--- config.mk ---
export PLATFORM = sky130hd
export DESIGN_NAME = dma_page_addr_gen
export DESIGN_NICKNAME = d
export VERILOG_FILES = /design/src/rtl/dma_pg_pkg.sv /design/src/rtl/dma_pg_port_decode.sv /design/src/rtl/dma_pg_page_bank.sv /design/src/rtl/dma_pg_addr_calc.sv /design/src/rtl/dma_page_addr_gen.sv
export SDC_FILE = /design/constraint.sdc
export NUM_CORES = 1
export LEC_CHECK = 0
export BUFFER_PORTS_ARGS = -buffer_cell sky130_fd_sc_hd__buf_2
export CAP_MARGIN = 10
export CORE_MARGIN = 3
export CORE_UTILIZATION = 45
export DETAILED_ROUTE_END_ITERATION = 8
export GPL_TIMING_DRIVEN = 1
export PLACE_DENSITY_LB_ADDON = 0.2
export SLEW_MARGIN = 20
export SYNTH_ARGS = -nofsm -noshare
export SYNTH_HDL_FRONTEND = slang
export SYNTH_HIERARCHICAL = 1
export SYNTH_SLANG_ARGS = --single-unit
--- constraint.sdc ---
create_clock -name clk -period 3 [get_ports clk]
set_input_delay 0.6 -clock clk [delete_from_list [all_inputs] [get_ports clk]]
set_output_delay 0.6 -clock clk [all_outputs]
set_load 0.02 [all_outputs]
--- src/rtl/dma_pg_pkg.sv ---
package dma_pg_pkg;

  localparam int PORT_W = 3;
  localparam int MAP_CH_W = 2;

  typedef struct packed {
    logic                hit;
    logic [MAP_CH_W-1:0] ch;
  } chan_hit_t;

  // Fixed, irregular port-index to channel map; holes report no hit.
  function automatic chan_hit_t port_to_chan(input logic [PORT_W-1:0] idx);
    chan_hit_t r;
    r = '{hit: 1'b0, ch: '0};
    case (idx)
      3'd7: r = '{hit: 1'b1, ch: 2'd0};
      3'd3: r = '{hit: 1'b1, ch: 2'd1};
      3'd1: r = '{hit: 1'b1, ch: 2'd2};
      3'd2: r = '{hit: 1'b1, ch: 2'd3};
      default: r = '{hit: 1'b0, ch: 2'd0};
    endcase
    return r;
  endfunction

endpackage

--- src/rtl/dma_pg_port_decode.sv ---
module dma_pg_port_decode
  import dma_pg_pkg::*;
#(
  parameter int CH_W = 2
) (
  input  logic [PORT_W-1:0] port_idx,
  output logic              hit,
  output logic [CH_W-1:0]   ch
);

  chan_hit_t dec;

  always_comb begin
    dec = port_to_chan(port_idx);
    hit = dec.hit;
    ch  = CH_W'(dec.ch);
  end

endmodule

--- src/rtl/dma_pg_page_bank.sv ---
module dma_pg_page_bank #(
  parameter int NUM_CH   = 4,
  parameter int BYTE_W   = 8,
  parameter int HPAGE_EN = 1,
  localparam int CH_W    = $clog2(NUM_CH)
) (
  input  logic                           clk,
  input  logic                           rst_n,
  input  logic                           wr_en,
  input  logic                           rd_en,
  input  logic                           sel_hi,
  input  logic                           hit,
  input  logic [CH_W-1:0]                ch,
  input  logic [BYTE_W-1:0]              wr_data,
  output logic [BYTE_W-1:0]              rd_data,
  output logic [NUM_CH-1:0][BYTE_W-1:0]  lo_pages,
  output logic [NUM_CH-1:0][BYTE_W-1:0]  hi_pages
);

  logic [NUM_CH-1:0][BYTE_W-1:0] lo_q;
  logic [NUM_CH-1:0][BYTE_W-1:0] hi_q;
  logic                          lo_we;
  logic [BYTE_W-1:0]             rd_nxt;

  assign lo_we = wr_en & hit & ~sel_hi;

  always_ff @(posedge clk) begin
    if (!rst_n) begin
      lo_q <= '0;
    end else if (lo_we) begin
      lo_q[ch] <= wr_data;
    end
  end

  generate
    if (HPAGE_EN != 0) begin : g_hi_bank
      logic hi_we;
      assign hi_we = wr_en & hit & sel_hi;

      always_ff @(posedge clk) begin
        if (!rst_n) begin
          hi_q <= '0;
        end else if (hi_we) begin
          hi_q[ch] <= wr_data;
        end
      end


      hi_wr_chk: assert property (@(posedge clk) disable iff (!rst_n)
        (wr_en && hit && sel_hi) |=> hi_q[$past(ch)] == $past(wr_data));
    end else begin : g_no_hi_bank
      assign hi_q = '0;


      hpage_off_rd_chk: assert property (@(posedge clk) disable iff (!rst_n)
        (rd_en && sel_hi) |=> rd_data == '0);
    end
  endgenerate

  always_comb begin
    rd_nxt = '0;
    if (hit) begin
      rd_nxt = sel_hi ? hi_q[ch] : lo_q[ch];
    end
  end

  always_ff @(posedge clk) begin
    if (!rst_n) begin
      rd_data <= '0;
    end else if (rd_en) begin
      rd_data <= rd_nxt;
    end
  end

  assign lo_pages = lo_q;
  assign hi_pages = hi_q;


  lo_wr_chk: assert property (@(posedge clk) disable iff (!rst_n)
    (wr_en && hit && !sel_hi) |=> lo_q[$past(ch)] == $past(wr_data));


  unmapped_wr_chk: assert property (@(posedge clk) disable iff (!rst_n)
    (wr_en && !hit) |=> ($stable(lo_q) && $stable(hi_q)));


  unmapped_rd_chk: assert property (@(posedge clk) disable iff (!rst_n)
    (rd_en && !hit) |=> rd_data == '0);


  rd_hold_chk: assert property (@(posedge clk) disable iff (!rst_n)
    !rd_en |=> $stable(rd_data));

endmodule

--- src/rtl/dma_pg_addr_calc.sv ---
module dma_pg_addr_calc #(
  parameter int ADDR_W     = 16,
  parameter int BYTE_W     = 8,
  parameter int HPAGE_KEEP = 7,
  parameter int WORD_SHIFT = 0,
  localparam int PHYS_W    = HPAGE_KEEP + BYTE_W + ADDR_W
) (
  input  logic                  clk,
  input  logic                  rst_n,
  input  logic [HPAGE_KEEP-1:0] hi_page,
  input  logic [BYTE_W-1:0]     lo_page,
  input  logic [ADDR_W-1:0]     base,
  input  logic [ADDR_W-1:0]     pos,
  input  logic [ADDR_W-1:0]     len,
  input  logic                  decr,
  output logic [PHYS_W-1:0]     phys_addr
);

  logic [ADDR_W-1:0] base_sc;
  logic [ADDR_W-1:0] low_nxt;
  logic              seen_clk;

  generate
    if (WORD_SHIFT == 0) begin : g_byte_addr
      assign base_sc = base;
    end else begin : g_word_addr
      assign base_sc = {base[ADDR_W-1-WORD_SHIFT:0], {WORD_SHIFT{1'b0}}};
    end
  endgenerate

  always_comb begin
    if (decr) begin
      low_nxt = base_sc - pos - len;
    end else begin
      low_nxt = base_sc + pos;
    end
  end

  always_ff @(posedge clk) begin
    if (!rst_n) begin
      phys_addr <= '0;
      seen_clk  <= 1'b0;
    end else begin
      phys_addr <= {hi_page, lo_page, low_nxt};
      seen_clk  <= 1'b1;
    end
  end


  addr_hold_chk: assert property (@(posedge clk) disable iff (!rst_n)
    (seen_clk && $stable(hi_page) && $stable(lo_page) && $stable(base) &&
     $stable(pos) && $stable(len) && $stable(decr)) |=> $stable(phys_addr));


  incr_zero_chk: assert property (@(posedge clk) disable iff (!rst_n)
    (!decr && pos == '0) |=> phys_addr[ADDR_W-1:0] == $past(base_sc));

endmodule

--- src/rtl/dma_page_addr_gen.sv ---
module dma_page_addr_gen #(
  parameter int ADDR_W       = 16,
  parameter int BYTE_W       = 8,
  parameter int HPAGE_KEEP   = 7,
  parameter int NUM_CH       = 4,
  parameter int WORD_SHIFT   = 0,
  parameter int HIGH_PAGE_EN = 1,
  localparam int CH_W        = $clog2(NUM_CH),
  localparam int PHYS_W      = HPAGE_KEEP + BYTE_W + ADDR_W
) (
  input  logic              clk,
  input  logic              rst_n,
  input  logic              pg_hi_sel,
  input  logic [2:0]        pg_idx,
  input  logic [BYTE_W-1:0] pg_wdata,
  input  logic              pg_wr,
  input  logic              pg_rd,
  output logic [BYTE_W-1:0] pg_rdata,
  input  logic [CH_W-1:0]   xfer_chan,
  input  logic              xfer_decr,
  input  logic [ADDR_W-1:0] xfer_base,
  input  logic [ADDR_W-1:0] xfer_pos,
  input  logic [ADDR_W-1:0] xfer_len,
  output logic [PHYS_W-1:0] phys_addr
);

  logic                          map_hit;
  logic [CH_W-1:0]               map_ch;
  logic [NUM_CH-1:0][BYTE_W-1:0] lo_pages;
  logic [NUM_CH-1:0][BYTE_W-1:0] hi_pages;
  logic [BYTE_W-1:0]             sel_lo;
  logic [BYTE_W-1:0]             sel_hi_full;
  logic                          seen_q;

  dma_pg_port_decode #(.CH_W(CH_W)) u_decode (
    .port_idx (pg_idx),
    .hit      (map_hit),
    .ch       (map_ch)
  );

  dma_pg_page_bank #(
    .NUM_CH   (NUM_CH),
    .BYTE_W   (BYTE_W),
    .HPAGE_EN (HIGH_PAGE_EN)
  ) u_bank (
    .clk      (clk),
    .rst_n    (rst_n),
    .wr_en    (pg_wr),
    .rd_en    (pg_rd),
    .sel_hi   (pg_hi_sel),
    .hit      (map_hit),
    .ch       (map_ch),
    .wr_data  (pg_wdata),
    .rd_data  (pg_rdata),
    .lo_pages (lo_pages),
    .hi_pages (hi_pages)
  );

  assign sel_lo      = lo_pages[xfer_chan];
  assign sel_hi_full = hi_pages[xfer_chan];

  dma_pg_addr_calc #(
    .ADDR_W     (ADDR_W),
    .BYTE_W     (BYTE_W),
    .HPAGE_KEEP (HPAGE_KEEP),
    .WORD_SHIFT (WORD_SHIFT)
  ) u_calc (
    .clk       (clk),
    .rst_n     (rst_n),
    .hi_page   (sel_hi_full[HPAGE_KEEP-1:0]),
    .lo_page   (sel_lo),
    .base      (xfer_base),
    .pos       (xfer_pos),
    .len       (xfer_len),
    .decr      (xfer_decr),
    .phys_addr (phys_addr)
  );

  always_ff @(posedge clk) begin
    if (!rst_n) seen_q <= 1'b0;
    else        seen_q <= 1'b1;
  end


  lo_field_chk: assert property (@(posedge clk) disable iff (!rst_n)
    seen_q |-> phys_addr[ADDR_W +: BYTE_W] == $past(lo_pages[xfer_chan]));


  hi_field_off_chk: assert property (@(posedge clk) disable iff (!rst_n)
    (HIGH_PAGE_EN == 0) |-> phys_addr[PHYS_W-1 -: HPAGE_KEEP] == '0);

endmodule

==> impl_metrics.ini, run 1 <==
[layout]
area_growth_from_synthesis_to_layout_pct = 15.0
final_net_count = 937
diodes = 0
final_layout_size_suffix_gt1_share_pct = 21.8

[logic_synthesis]
yosys.area.top_type_share_pct = 31.1
synth-edff-count = 0
ys_types = 68
synth-warning-count = 6
yosys-top-cells-count = sky130_fd_sc_hd__dfxtp_1, sky130_fd_sc_hd__nand2_1, sky130_fd_sc_hd__o21ai_0
synth_top_area_cells = sky130_fd_sc_hd__dfxtp_1, sky130_fd_sc_hd__ha_1, sky130_fd_sc_hd__o21ai_0
postSynthAreaPerCell_um2 = 9.06
post-synth-top-area-cell = sky130_fd_sc_hd__dfxtp_1
mappedNetlistNets = 847
netlist_area_mm2 = 0.00663
synth.yosys.seq_area_share_pct = 31.1
netlist_instances = 732
synthMostInstantiatedCell = sky130_fd_sc_hd__dfxtp_1
ys_seq_elements = 103
ys.flop_type = sky130_fd_sc_hd__dfxtp_1
async_flop_share_pct = 0

[sta]
maxSlewHeadroom_pct = 42.9
worst_clock_skew_ns = 0.00464
fmaxAchievable_mhz = 364
final_hold_viol_count = 0
rsz0062_at_grt = no
final_period_minus_worst_setup_slack_ns = 2.75
fin_worst_hold_slack_ns = 0.492
final-max-slew-violation-count = 0
finalSetupViolCount = 0
worst_slew_pin_slew_ns = 0.853
min_period_over_period_pct = 91.7

[setup_path]
cpLargestDelayFamily = compound AO/OA/AOI/OAI gates
critical_path_class = input port to register
cp_data_required_time_ns = 3.25
setup.worst_path.start = xfer_base[2]
worst_r2r_startpoint = u_bank/lo_pages[3]
worstPathArrival_ns = 3.00
cp_max_fo = 5
path_cells = buf_2 > fa_1 > ha_1 > nor2b_1 > o31ai_1 > a21oi_1 > a221oi_1 > xor2_1 > nand2_1 > o211a_1
critical_path_end_type = register
setup.reg_to_reg.worst_slack_ns = 1.77
max_incr_delay_on_cp_ns = 0.50
critPathSlowestCell = sky130_fd_sc_hd__fa_1
critical_r2r_capture = u_bank/rd_data[3]
worstPathBufferInverterCount = 1
critical_path.startpoint_type = input port
timing.reg2reg.worst_path_depth = 3

[die]
die_width_um = 127
num_rows = 43
core_area_mm2 = 0.0141
floorplan.die_area_mm2 = 0.0162
starting_utilization_of_the_core_area_pct = 46.9
io_pins = 106
dieHeight_um = 127

[clock_tree]
post_cts.resized_instances = 0
cts_made_buffers = 9
cts_tree = done
cts-hold-fix-buffers = 0
ctsLongestPathBuffers = 2
clock_latency_ns = 0.35
clock_pin_slew_on_the_worst_setup_and_hold_paths_ns = 0.07
clock_sink_count = 103
cts-root-buf = sky130_fd_sc_hd__clkbuf_16
h_tree_level_count = 3
postCtsSetupBuffers = 0

[global_route]
top_usage_layer = met2
grt_start_max_net_pins = 90
grt.met2_usage_pct = 38.2
vias_in_the_first_global_route = 5861
grtUsageMet1_pct = 26.4
track_usage_pct = 22.0
grt_pass1_wl_mm = 28.7
globalRouteOverflowTotal = 0
met3_usage_pct = 4.60
initial_antenna_violation_count = 0

[pwr]
total_switching_power_mw = 1.15
total_power_mw = 3.67
pwr-share-seq_pct = 39.3
power.share.switching_pct = 31.2
power.leakage_nw = 3.33
power_frac_clock_pct = 33.4
internal_power_mw = 2.53
share_comb_of_total_power_pct = 27.3
worst_ir_drop_vdd_mv = 0.373
p_per_area_mw_per_mm2 = 481

[detailed_routing]
totalWireLength_mm = 17.9
routed-via-count = 5781
vias_per_cell = 5.74
drt-pass1-iter-count = 4
detail_route.wl_per_cell_um = 17.8
antenna_left = 0
drt-initial-drc-count = 347
detail_route.drc_violations = 0

[placement]
port_buffers = 105
place_congestion = 0.910
dpl.hpwl_mm = 12.9

[worst_hold_path]
min_delay_path_depth = 2
hp-start = u_bank/hi_pages[28]
hold_path_end = u_bank/hi_pages[28]
hp-class = register to register

[flow_run]
cap_violations = 0

[run_status]
outcome = finished, final reports clean
[layout by cell type (no fill, tap or decap), types with 12 or more instances in the layout]
cell	instances
sky130_fd_sc_hd__a21boi_0	41
sky130_fd_sc_hd__a21oi_1	25
sky130_fd_sc_hd__nor2_1	27
sky130_fd_sc_hd__fa_1	16
sky130_fd_sc_hd__nand2_1	65
sky130_fd_sc_hd__ha_1	32
sky130_fd_sc_hd__and2_1	18
sky130_fd_sc_hd__o21ai_0	65
sky130_fd_sc_hd__xnor2_1	12
sky130_fd_sc_hd__buf_4	18
sky130_fd_sc_hd__mux2_2	12
sky130_fd_sc_hd__mux2i_1	29
sky130_fd_sc_hd__dfxtp_1	103
sky130_fd_sc_hd__nor2b_1	30
sky130_fd_sc_hd__buf_2	105
sky130_fd_sc_hd__inv_1	47
[worst min-delay path, stage by stage (launching register included)]
cell,delay (ns)
sky130_fd_sc_hd__dfxtp_1,0.32
sky130_fd_sc_hd__o21ai_0,0.06
sky130_fd_sc_hd__a21boi_0,0.07
[routing by layer]
layer	vias up	part of all wire [%]
met5	-	0
met4	0	2.7
met3	37	5.7
met2	191	50
met1	2786	41
li1	2767	-
[area by class of cell]
cell class	count	area (um2)
Fill cell	1327	6520
Multi-Input combinational cell	536	4160
Sequential cell	103	2060
Timing Repair Buffer	125	701
Clock buffer	11	243
Tap cell	180	225
Inverter	47	176
Clock inverter	5	62.6
[metrics by stage]
step	instances	instance area (um2)	setup slack (ns)	util (%)	TNS, ns
finish	1007	7630	0.250	53.9	0
global route	1007	7630	0.0943	53.9	0
CTS	1007	7630	0.304	53.9	0
detailed placement	991	7320	-0.0506	51.8	-0.134
global placement	991	7320	-0.0320	51.8	-0.0601
floorplan	732	6630	0.233	-	0
[power groups by stage]
stage	clock network, mW	logic, mW	registers [mW]
after floorplan	0	0.631	1.53
after global placement	0	0.972	1.47
after detailed placement	0	0.987	1.48
after CTS	1.26	0.996	1.44
after global routing	1.31	1.10	1.45
final	1.23	1.00	1.44
[logic make-up (layout without fill, tap and decap cells)]
kind of cell / count (synthesis) / after routing / share of synthesized area [%]
AOI/OAI and AO/OA: 208 / 208 / 20.5
and+or+nand+nor: 198 / 198 / 15.9
DFF: 103 / 103 / 31.1
buffers and inverters: 93 / 188 / 6.19
muxes: 58 / 58 / 12.2
adders and majority gates: 49 / 49 / 11.0
xor gates and xnor gates: 23 / 23 / 3.04
[flip-flops by register name (all words and copies together), names as in the netlist]
| register | flops |
|---|---|
| u_bank/hi_pages | 32 |
| u_bank/lo_pages | 32 |
| u_calc/phys_addr | 31 |
| u_bank/rd_data | 8 |
[how the worst max path moves through the flow]
stage / cells past startpoint / to / slack [ns]
floorplan: 10 / u_calc/phys_addr[13] / 0.23
global placement: 10 / u_calc/phys_addr[12] / -0.03
detailed placement: 10 / u_calc/phys_addr[12] / -0.05
CTS: 10 / u_calc/phys_addr[12] / 0.30
global route: 10 / u_calc/phys_addr[12] / 0.09
finish: 10 / u_calc/phys_addr[12] / 0.25
No activity file was read; power rests on OpenSTA's default activity.
==> run 2, diff against run 1 <==
--- a/config.mk
+++ b/config.mk
@@ -6,7 +6,6 @@
 export NUM_CORES = 1
 export LEC_CHECK = 0
 export BUFFER_PORTS_ARGS = -buffer_cell sky130_fd_sc_hd__buf_2
-export CAP_MARGIN = 10
 export CORE_MARGIN = 3
 export CORE_UTILIZATION = 45
 export DETAILED_ROUTE_END_ITERATION = 8
@@ -15,5 +14,4 @@
 export SLEW_MARGIN = 20
 export SYNTH_ARGS = -nofsm -noshare
 export SYNTH_HDL_FRONTEND = slang
-export SYNTH_HIERARCHICAL = 1
 export SYNTH_SLANG_ARGS = --single-unit
==> run 2 against run 1 <==
Sequential share of layout area grew 1.3 points. Synthesized cell count shrank 13%. Die area shrank 4.4%. Non-clock buffer count shrank 9. Critical path depth is the same. Wire length shrank 17%. Hold slack lost 0.045 ns. Register-to-register slack lost 0.06 ns. Combinational power shrank 5%. Clock skew grew 0.0042 ns. Critical path type unchanged.
==> impl_metrics.ini, run 2 <==
[global_route]
track_usage_pct = 19.2
met3_usage_pct = 3.52
grt_start_max_net_pins = 62
grt.met2_usage_pct = 30.5
globalRouteOverflowTotal = 0
grt_pass1_wl_mm = 24.5
grtUsageMet1_pct = 27.3
vias_in_the_first_global_route = 4858
initial_antenna_violation_count = 0
top_usage_layer = met2

[layout]
area.sequential_mm2 = 0.00206
util_after_layout_pct = 53.9
layout.filler_cells = 1230
most-common-layout-cells = sky130_fd_sc_hd__buf_2, sky130_fd_sc_hd__dfxtp_1, sky130_fd_sc_hd__nor2_1
diodes = 0
final_net_count = 845
final_layout_size_suffix_gt1_share_pct = 24.9
mostFrequentLayoutCell = sky130_fd_sc_hd__buf_2
multiInputGateArea_mm2 = 0.00392
area_growth_from_synthesis_to_layout_pct = 15.1

[sta]
final-max-slew-violation-count = 0
rsz0062_at_grt = no
fmaxAchievable_mhz = 373
maxSlewHeadroom_pct = 52.0
final_hold_viol_count = 0
final_period_minus_worst_setup_slack_ns = 2.68
min_period_over_period_pct = 89.3
worst_clock_skew_ns = 0.00886
finalSetupViolCount = 0
worst_slew_pin_slew_ns = 0.718
finalSetupTns_ns = 0

[clock_tree]
postCtsSetupBuffers = 0
cts_made_buffers = 9
clock_pin_slew_on_the_worst_setup_and_hold_paths_ns = 0.07
cts_tree = done
post_cts.resized_instances = 0
ctsLongestPathBuffers = 2
clock_latency_ns = 0.35
cts-root-buf = sky130_fd_sc_hd__clkbuf_16
clock_sink_count = 103
h_tree_level_count = 3
cts-hold-fix-buffers = 0

[die]
core_area_mm2 = 0.0135
floorplan.die_area_mm2 = 0.0155
dieHeight_um = 125
num_rows = 42
starting_utilization_of_the_core_area_pct = 46.8
die_width_um = 125
io_pins = 106

[logic_synthesis]
netlist_area_mm2 = 0.00633
synth_top_area_cells = sky130_fd_sc_hd__dfxtp_1, sky130_fd_sc_hd__mux2i_1, sky130_fd_sc_hd__mux4_2
synth.yosys.seq_area_share_pct = 32.6
synth-warning-count = 0
postSynthAreaPerCell_um2 = 9.96
synthMostInstantiatedCell = sky130_fd_sc_hd__dfxtp_1
synth-edff-count = 0
ys.flop_type = sky130_fd_sc_hd__dfxtp_1
ys_seq_elements = 103
post-synth-top-area-cell = sky130_fd_sc_hd__dfxtp_1
yosys-top-cells-count = sky130_fd_sc_hd__dfxtp_1, sky130_fd_sc_hd__nor2_1, sky130_fd_sc_hd__mux2i_1
netlist_instances = 635
async_flop_share_pct = 0
ys_types = 65
mappedNetlistNets = 750
yosys.area.top_type_share_pct = 32.6

[pwr]
power_frac_clock_pct = 33.2
p_per_area_mw_per_mm2 = 490
share_comb_of_total_power_pct = 26.5
total_switching_power_mw = 1.09
worst_ir_drop_vdd_mv = 0.299
power.share.switching_pct = 30.7
pwr-share-seq_pct = 40.3
internal_power_mw = 2.48
power.leakage_nw = 3.32

[setup_path]
crit_path_end = u_calc.phys_addr[14]
critical_path_end_type = register
cp_max_fo = 6
setup.worst_path.start = xfer_base[10]
critical_path.startpoint_type = input port
worstPathArrival_ns = 2.96
critical_path_class = input port to register
path_cells = buf_2 > fa_1 > ha_1 > a21oi_1 > o21ai_0 > o21ai_1 > a21oi_1 > a311oi_1 > mux2_1 > o21ai_1
setup.reg_to_reg.worst_slack_ns = 1.71
critical_path_depth = 10
cpLargestDelayFamily = compound AO/OA/AOI/OAI gates
max_incr_delay_on_cp_ns = 0.48
timing.reg2reg.worst_path_depth = 3
critPathSlowestCell = sky130_fd_sc_hd__fa_1
worstPathBufferInverterCount = 1
cp_data_required_time_ns = 3.28
worst_r2r_startpoint = u_bank.lo_pages[24]
critical_r2r_capture = u_bank.rd_data[0]

[flow_run]
cap_violations = 0

[placement]
dpl.hpwl_mm = 10.9
place_congestion = 0.859
port_buffers = 105

[detailed_routing]
detail_route.wl_per_cell_um = 16.4
routed-via-count = 4851
antenna_left = 0
detail_route.drc_violations = 0
drt-initial-drc-count = 336
vias_per_cell = 5.32
drt-pass1-iter-count = 5
totalWireLength_mm = 14.9

[worst_hold_path]
hp-start = u_bank.rd_data[3]
hp-class = register to register

[run_status]
outcome = finished, final reports clean
## run 2: worst min path at each step
stage	endpoint	slack, ns	cells after the start
finish	u_bank.rd_data[3]	0.45	2
global route	u_bank.rd_data[5]	0.47	2
CTS	u_bank.rd_data[3]	0.45	2
detailed placement	u_bank.rd_data[3]	0.44	2
global placement	u_bank.rd_data[0]	0.44	2
floorplan	u_bank.hi_pages[15]	0.46	2
## run 2: logic make-up (layout without fill, tap and decap cells)
group                    Yosys count  count (layout)  share of synthesized area [%]
AO/OA/AOI/OAI                    103             103                           10.8
XOR/XNOR                          20              20                           2.77
adder cells (fa/ha/maj)           48              48                           11.4
buffers and inverters             72             172                           5.44
flip-flops                       103             103                           32.6
multiplexers                     107             107                           23.1
AND/OR/NAND/NOR                  182             182                           13.9
## run 2: area by class of cell
| cell class | count | share of cell area [%] |
|---|---|---|
| Clock buffer | 10 | 3.14 |
| Clock inverter | 6 | 0.945 |
| Inverter | 40 | 2.06 |
| Multi-Input combinational cell | 460 | 53.8 |
| Sequential cell | 103 | 28.3 |
| Tap cell | 176 | 3.02 |
| Timing Repair Buffer | 116 | 8.69 |
## run 2: worst min-delay path, delay by kind of cell (launching register included)
| family | cells | cell delay, ns |
|---|---|---|
| simple gates | 1 | 0.05 |
| flops | 1 | 0.31 |
| compound gates | 1 | 0.05 |
## run 2: power by group through the flow
stage,sequential (mW),clock (mW),combinational (mW)
floorplan,1.51,0,0.628
global placement,1.47,0,0.925
detailed placement,1.47,0,0.943
CTS,1.44,1.21,0.948
global route,1.44,1.26,1.05
finish,1.44,1.18,0.948
## run 2: per-stage QoR
step / area (um2) / std cells / hold WS [ns] / power, mW / setup slack, ns
finish: 7280 / 911 / 0.447 / 3.57 / 0.322
floorplan: 6330 / 635 / 0.455 / 2.14 / 0.300
detailed placement: 6990 / 895 / 0.442 / 2.41 / 0.00326
global placement: 6990 / 895 / 0.437 / 2.40 / 0.0116
global route: 7280 / 911 / 0.465 / 3.76 / 0.0933
CTS: 7280 / 911 / 0.451 / 3.60 / 0.362
## run 2: per-layer routing
| layer | vias up | part of all wire (%) |
|---|---|---|
| met4 | 0 | 1.1 |
| met3 | 15 | 5.0 |
| met5 | - | 0 |
| met2 | 118 | 46 |
| met1 | 2301 | 48 |
| li1 | 2417 | - |
==> run 3, diff against run 2 <==
==> constraint.sdc (replaced) <==
create_clock -name clk -period 2.84 [get_ports clk]
set_input_delay 0.568 -clock clk [delete_from_list [all_inputs] [get_ports clk]]
set_output_delay 0.568 -clock clk [all_outputs]
set_load 0.02 [all_outputs]
==> run 3 against run 2 <==
Critical endpoint is now u_calc.phys_addr[15]. Hold slack better by 0.0016 ns. Power is 8.2% higher. Via count is 3.5% higher. Largest cell class unchanged.
==> impl_metrics.ini, run 3 (synthesis results as in run 2) <==
[run_status]
outcome = finished, final reports clean

[pwr]
p_per_area_mw_per_mm2 = 520
power.leakage_nw = 3.42
worst_ir_drop_vdd_mv = 0.323

[setup_path]
critPathSlowestCell = sky130_fd_sc_hd__fa_1
max_incr_delay_on_cp_ns = 0.49
critical_path_end_type = register
path_cells = buf_2 > fa_1 > ha_1 > a21oi_1 > a21oi_1 > o31ai_2 > o21ai_1 > mux2i_1 > a31o_1 > a21oi_1
setup.worst_path.start = xfer_base[2]
worstPathArrival_ns = 2.84
worst_r2r_startpoint = u_bank.lo_pages[25]
cp_max_fo = 4
cp_data_required_time_ns = 3.05
critical_path_class = input port to register
critical_path.startpoint_type = input port
worst_path_most_repeated_cell = sky130_fd_sc_hd__a21oi_1

[layout]
stdcell_count = 930
area.sequential_mm2 = 0.00206
area_growth_from_synthesis_to_layout_pct = 17.5
final_layout_size_suffix_gt1_share_pct = 26.9
diodes = 0
util_after_layout_pct = 55.0
final_net_count = 864
mostFrequentLayoutCell = sky130_fd_sc_hd__buf_2
layout.filler_cells = 1248
multiInputGateArea_mm2 = 0.00392
finish.instance_area_mm2 = 0.00743
most-common-layout-cells = sky130_fd_sc_hd__buf_2, sky130_fd_sc_hd__dfxtp_1, sky130_fd_sc_hd__nor2_1

[die]
die_width_um = 125
num_rows = 42
core_area_mm2 = 0.0135
starting_utilization_of_the_core_area_pct = 46.8
dieHeight_um = 125
floorplan.die_area_mm2 = 0.0155
io_pins = 106

[worst_hold_path]
hp-start = u_bank.rd_data[1]
hp-class = register to register

[clock_tree]
cts_tree = done
h_tree_level_count = 3
post_cts.resized_instances = 0
postCtsSetupBuffers = 0
cts_made_buffers = 9
clock_latency_ns = 0.35
ctsLongestPathBuffers = 2
clock_pin_slew_on_the_worst_setup_and_hold_paths_ns = 0.08
cts-hold-fix-buffers = 0
clock_sink_count = 103
cts-root-buf = sky130_fd_sc_hd__clkbuf_16

[detailed_routing]
top_layer_used = met4
routed-via-count = 5021
met2_wirelength_mm = 7.10
drt-pass1-iter-count = 6
drt-initial-drc-count = 295
wl_met3_um = 798
antenna_left = 0
detail_route.drc_violations = 0
vias_per_cell = 5.40
detail_route.wirelength.met1_mm = 7.10
detail_route.wl_per_cell_um = 16.2
totalWireLength_mm = 15.1

[sta]
rsz0062_at_grt = no
min_period_over_period_pct = 92.6
setup_slack_of_the_critical_path_after_layout_ns = 0.210
worst_slew_pin_slew_ns = 0.722
worst_clock_skew_ns = 0.0137
fmaxAchievable_mhz = 380
final_hold_viol_count = 0
finalSetupViolCount = 0
fin_worst_hold_slack_ns = 0.449
maxSlewHeadroom_pct = 51.7
final-max-slew-violation-count = 0
final_period_minus_worst_setup_slack_ns = 2.63

[global_route]
track_usage_pct = 19.5
grt_start_max_net_pins = 51
grt_pass1_wl_mm = 24.9
globalRouteOverflowTotal = 0
vias_in_the_first_global_route = 4894
initial_antenna_violation_count = 0

[placement]
place_congestion = 0.858
placed_cell_area_mm2 = 0.00712
dpl.hpwl_mm = 11.2
placed_cells = 914
port_buffers = 105
pre_cts_ws_ns = -0.117

[flow_run]
cap_violations = 0
[run 3: area by class of cell]
type	count	area share, %
multi-input cells	460	52.8
flip-flops and latches	103	27.7
repair buffers	135	10.3
clock buffers	9	3.03
well taps	176	2.96
inverters	40	2.02
clock inverters	7	1.21
[run 3: per-layer routing]
metal | global-route usage [%] | vias up
met1 | 27.5 | 2412
met4 | 4.26 | 0
li1 | - | 2465
met3 | 3.47 | 8
met5 | 0 | -
met2 | 31.4 | 136
[run 3: where the power goes]
| part | switching (mW) | leakage (nW) | internal (mW) |
|---|---|---|---|
| Clock | 0.584 | 0.156 | 0.707 |
| Sequential | 0.0217 | 0.835 | 1.50 |
| Combinational | 0.587 | 2.43 | 0.466 |
| Total | 1.19 | 3.42 | 2.67 |
[run 3: path summary, 6_finish.rpt]
kind	to	slack, ns	depth (start not counted)
max	u_calc.phys_addr[15]	0.21	10
min	u_bank.rd_data[1]	0.45	2
max reg2reg	u_bank.rd_data[1]	1.51	3
min reg2reg	u_bank.rd_data[1]	0.45	2
[run 3: worst max-delay path, delay by kind of cell]
family	cells	cell delay (ns)
AO/OA/AOI/OAI	6	1.10
adder cells (fa/ha/maj)	2	0.84
buffers and inverters	1	0.11
multiplexers	1	0.22
[run 3: stage by stage]
| step | power, mW | setup TNS (ns) |
|---|---|---|
| finish | 3.86 | 0 |
| global route | 4.08 | 0 |
| CTS | 3.89 | 0 |
| detailed placement | 2.60 | -0.527 |
| global placement | 2.58 | -0.207 |
| floorplan | 2.26 | 0 |
